`src/rtl/exc_return_check.sv`:
```
module exc_return_check #(
  parameter int NUM_EXC     = 32,
  parameter int BAD_RET_BIT = 18
) (
  input  logic                       clk,
  input  logic                       rst_n,
  input  logic                       req_valid,
  input  logic [31:0]                req_retval,
  input  logic                       req_in_handler,
  input  logic [$clog2(NUM_EXC)-1:0] req_exc_num,
  input  logic [NUM_EXC-1:0]         req_active,
  input  logic [31:0]                req_xpsr,
  input  logic                       fsr_wr_valid,
  input  logic [31:0]                fsr_wr_data,
  output logic                       res_valid,
  output logic                       res_accept,
  output logic                       res_bad_ret,
  output logic                       res_fetch_viol,
  output logic                       res_to_thread,
  output logic [NUM_EXC-1:0]         res_clr_mask,
  output logic [31:0]                fault_status
);
  localparam logic [31:0] RET_HANDLER = 32'hFFFF_FFF1;
  localparam logic [31:0] RET_THREAD  = 32'hFFFF_FFF9;
  localparam logic [31:0] EXC_FIELD   = 32'h0000_01FF;
  localparam logic [31:0] W1C_MASK    = 32'hFFFF_0000;
  localparam logic [31:0] BAD_FLAG    = 32'(1) << BAD_RET_BIT;

  logic [NUM_EXC-1:0] own_bit;
  logic to_thread, known, inactive, others, field_zero, bad;
  logic is_ret, fetch, ok, flt;
  logic [31:0] clr_bits, fsr_next;

  assign own_bit    = NUM_EXC'(1) << req_exc_num;
  assign to_thread  = (req_retval == RET_THREAD);
  assign known      = to_thread || (req_retval == RET_HANDLER);
  assign inactive   = (req_active & own_bit) == '0;
  assign others     = (req_active & ~own_bit) != '0;
  assign field_zero = (req_xpsr & EXC_FIELD) == '0;

  assign bad = !known || inactive
             || ( to_thread && (others || !field_zero))
             || (!to_thread && field_zero);

  assign is_ret = req_valid &&  req_in_handler;
  assign fetch  = req_valid && !req_in_handler;
  assign ok     = is_ret && !bad;
  assign flt    = is_ret &&  bad;

  assign clr_bits = fsr_wr_valid ? (fsr_wr_data & W1C_MASK) : '0;
  assign fsr_next = (fault_status & ~clr_bits) | (flt ? BAD_FLAG : '0);

  always_ff @(posedge clk or negedge rst_n) begin
    if (!rst_n) begin
      res_valid      <= 1'b0;
      res_accept     <= 1'b0;
      res_bad_ret    <= 1'b0;
      res_fetch_viol <= 1'b0;
      res_to_thread  <= 1'b0;
      res_clr_mask   <= '0;
      fault_status   <= '0;
    end else begin
      res_valid      <= req_valid;
      res_accept     <= ok;
      res_bad_ret    <= flt;
      res_fetch_viol <= fetch;
      res_to_thread  <= ok && to_thread;
      res_clr_mask   <= ok ? own_bit : '0;
      fault_status   <= fsr_next;
    end
  end

  p_single_outcome_r10: assert property (@(posedge clk) disable iff (!rst_n)
    res_valid |-> $onehot({res_accept, res_bad_ret, res_fetch_viol}));

  p_result_needs_request_r11: assert property (@(posedge clk) disable iff (!rst_n)
    res_valid |-> $past(req_valid));

  p_request_gives_result_r11: assert property (@(posedge clk) disable iff (!rst_n)
    req_valid |=> res_valid);

  p_fault_flags_status_r8: assert property (@(posedge clk) disable iff (!rst_n)
    res_bad_ret |-> fault_status[BAD_RET_BIT]);

  p_accept_clears_one_r1: assert property (@(posedge clk) disable iff (!rst_n)
    res_accept |-> $onehot(res_clr_mask));

  p_thread_alone_r2: assert property (@(posedge clk) disable iff (!rst_n)
    (res_accept && res_to_thread) |-> $onehot($past(req_active)));

  p_fetch_keeps_status_r9: assert property (@(posedge clk) disable iff (!rst_n)
    (res_fetch_viol && !$past(fsr_wr_valid)) |-> $stable(fault_status));
endmodule

```
`config.mk`:
```
export PLATFORM = sky130hd
export DESIGN_NAME = exc_return_check
export DESIGN_NICKNAME = d
export VERILOG_FILES = /design/src/rtl/exc_return_check.sv
export SDC_FILE = /design/constraint.sdc
export NUM_CORES = 1
export LEC_CHECK = 0
export ABC_AREA = 1
export ABC_CLOCK_PERIOD_IN_PS = 800
export CORE_MARGIN = 5
export CORE_UTILIZATION = 25
export DETAILED_ROUTE_END_ITERATION = 8
export DONT_BUFFER_PORTS = 1
export PLACE_DENSITY = 0.51
export SLEW_MARGIN = 5
export SYNTH_ARGS = -nofsm -noshare
export SYNTH_HDL_FRONTEND = slang
export SYNTH_SLANG_ARGS = --single-unit
export TNS_END_PERCENT = 30
```
`constraint.sdc`:
```
create_clock -name clk -period 0.8 [get_ports clk]
set_input_delay 0.12 -clock clk [delete_from_list [all_inputs] [get_ports clk]]
set_output_delay 0.12 -clock clk [all_outputs]
set_load 0.05 [all_outputs]
```
==> run metrics <==
status complete, but fails checks; failing checks negative hold slack, negative setup slack; area occupied by registers 1326 um^2; DIE AREA 13650 um^2; final core occ 43.72%; mux share of post-synthesis cell area 0%; PortBufs 0; sequential share of the synthesized area 46.47%; critical path fanouts, max 12; Tcrit/Tclk final 178.2%; via count 2808; Compound-Gate Fraction of Synth Area 7.365%; Worst R2R Path Depth 1; Critical Path AT 1640 ps; Final nets 626; Synth-to-Final Area Change 73.43%; endpoint type of the worst setup path flip-flop; clk root buf clkbuf_16; area used by multi-input combinational logic 1439 um^2; Fin Setup TNS -29760 ps; DP HPWL 7.592 mm; Tot GR Track Use 13.57%; placed cells 585; hold_buf cts 18; post-route ant nets 0; setup violators final 89; Core Region 11320 um^2; flop-to-flop setup slack 110 ps; CTS tree yes; most used cells in the layout excluding fill and tap cells 72 x nand2_1, 60 x buf_4, 53 x dfrtp_1, 40 x buf_12, 39 x nor2_1; # clock sinks 53; Longest Clk Path Bufs 2; Clock transition at path regs 60 ps; clk_skew 0 ps; share of cells above drive strength 1 38.93%; Yosys top cell area share 46.47%; Avg Vias per Cell 4.450; # IOs 207; Min Hold Slack -471.7 ps; Initial DRT Pass Iterations 4; Ant. Diodes 0; Post-Syn Area per Cell 8.039 um^2; cells along the critical path nor3_4 -> buf_6 -> nand3_4 -> buf_4 -> o22ai_1 -> nor2_1 -> nand2_1 -> nor2_1 -> nand2_1 -> nand3_4 -> buf_12 -> nor2_2; Slew Viols, Final 0; dominant cells by area after synthesis dfrtp_1 46%, nand2_1 10%, nor2_1 6.4%, nor2_2 6.1%, nand3_1 4.4%; CP peak stage delay 250 ps; Post-Synth Adder-Cell Area 0%; Die Ht 116.8 um; Syn Std Cell Area 2854 um^2; Post-Synth XOR/XNOR Area 0%; Syn. warnings 0; Final WS setup -625.6 ps; PD cells 1188 nW/um^2; final WL 9.872 mm; Worst VDD drop 1.255 mV; Synth area leader dfrtp_1; Max Clk Rate 0.7015 GHz; critical path type in2reg; total gr overflow 0; Layout Cells excl Fill 631; Die Wd 116.8 um; Final Wtd Congestion 0.9132; commonest non-fill, non-tap cell in the layout nand2_1; fill count 1088; first-pass GRT wire length 14.28 mm; initial antenna violation count 0; vias in the first global route 2735; Cell variety after synth 26; Placement Rows 39; reg2reg end fault_status[19]; fin crit period 1426 ps; unrepaired setup endpoints after global routing yes; flops & latches, synth 53; slowest CP cell nor3_4; WL per Instance 15.65 um; Leak 2.276 nW; DRC viols 0; number of CTS-inserted buffers 5; max cap viols 0; Starting Density 25.21%; cells after synthesis 355; Final Hold Viols 53; r2r startpoint fault_status[19]; worst min-delay path class in2async; Max H-tree Level 2; pin count of the biggest net entering global routing 54; number of DRC markers in iteration 0 172; simple-gate area share of the yosys netlist 34.50%; largest family of logic cells by synthesized area simple AND/OR/NAND/NOR gates; type of origin of the critical path input port; clock insertion delay at the later pin of the skew report 280 ps; required time worst endpoint 1020 ps
==> layer usage <==
layer	track usage (%)	routed length, um	vias to the layer above
met2	23.47	4948	131
met4	2.752	75	0
met5	0	0	-
met1	16.58	3783	1292
met3	4.473	1065	7
li1	-	-	1378
==> cell type report <==
| class | instances | share of cell area, % |
|---|---|---|
| inverters | 36 | 2.856 |
| repair buffers | 139 | 34.43 |
| multi-input cells | 253 | 29.07 |
| flip-flops and latches | 53 | 26.79 |
| clock buffers | 5 | 2.528 |
| clock inverters | 2 | 0.7078 |
| well taps | 143 | 3.615 |
==> cell usage after synthesis, drive strengths merged <==
cell and n:
a31oi 1, nand2 78, inv 34, a21boi 15
o22a 1, clkbuf 4, nor3 3, nand4 20
o21a 1, buf 24, nand3b 1, clkinv 2
nor2 77, conb 1, dfrtp 53, o21ai 5
o22ai 8, nand3 27
==> logic make-up (layout without fill, tap and decap cells) <==
logic type,Yosys count,in the layout
flops,53,53
compound gates,31,31
simple gates,206,206
buf+inv,64,182
other cells,1,16
==> repair_timing <==
| action | in CTS | in global routing |
|---|---|---|
| gates cloned | 1 | 1 |
| buffers inserted | 9 | 10 |
| resized for setup | 25 | 42 |
| endpoints found under the hold margin | 70 | 53 |
| setup endpoints to repair | 89 | 104 |
| pin swaps | 7 | 9 |
==> worst max-delay path by stage <==
| stage | slack (ps) | start | cells past startpoint | endpoint |
|---|---|---|---|---|
| 5_1_grt | -780 | req_exc_num[1] | 13 | res_clr_mask[28] |
| 3_5_place_dp | -910 | req_exc_num[0] | 11 | res_clr_mask[25] |
| 2_1_floorplan | -710 | req_exc_num[2] | 13 | res_clr_mask[22] |
| 4_1_cts | -570 | req_exc_num[2] | 13 | res_clr_mask[25] |
| 6_report | -630 | req_exc_num[0] | 12 | res_clr_mask[25] |
| 3_3_place_gp | -880 | req_exc_num[0] | 11 | res_clr_mask[25] |
==> per-stage QoR <==
step | setup slack [ps] | instance area (um^2) | power, mW
after floorplan | -705.1 | 2965 | 3.341
after global placement | -878.4 | 4169 | 3.430
after detailed placement | -906.5 | 4169 | 3.436
after CTS | -571.9 | 4696 | 5.874
after global routing | -780.6 | 4950 | 6.144
final | -625.6 | 4950 | 5.878
==> sequential cells by signal, indices dropped and copies added (netlist names) <==
signal / flops
res_bad_ret: 1
res_fetch_viol: 1
fault_status: 16
res_accept: 1
res_to_thread: 1
res_clr_mask: 32
res_valid: 1
==> power by group <==
group / switching (mW) / internal (mW) / leakage (nW)
combinational: 0.504 / 0.347 / 1.46
sequential: 0.0127 / 2.69 / 0.734
clock: 0.870 / 1.45 / 0.0797
==> worst max-delay path: cells and delay by family <==
family	cells	cell delay, ps
and+or+nand+nor	8	900
buffers and inverters	3	510
AOI/OAI and AO/OA	1	100
Note: power is estimated with default switching activity, not from simulation.
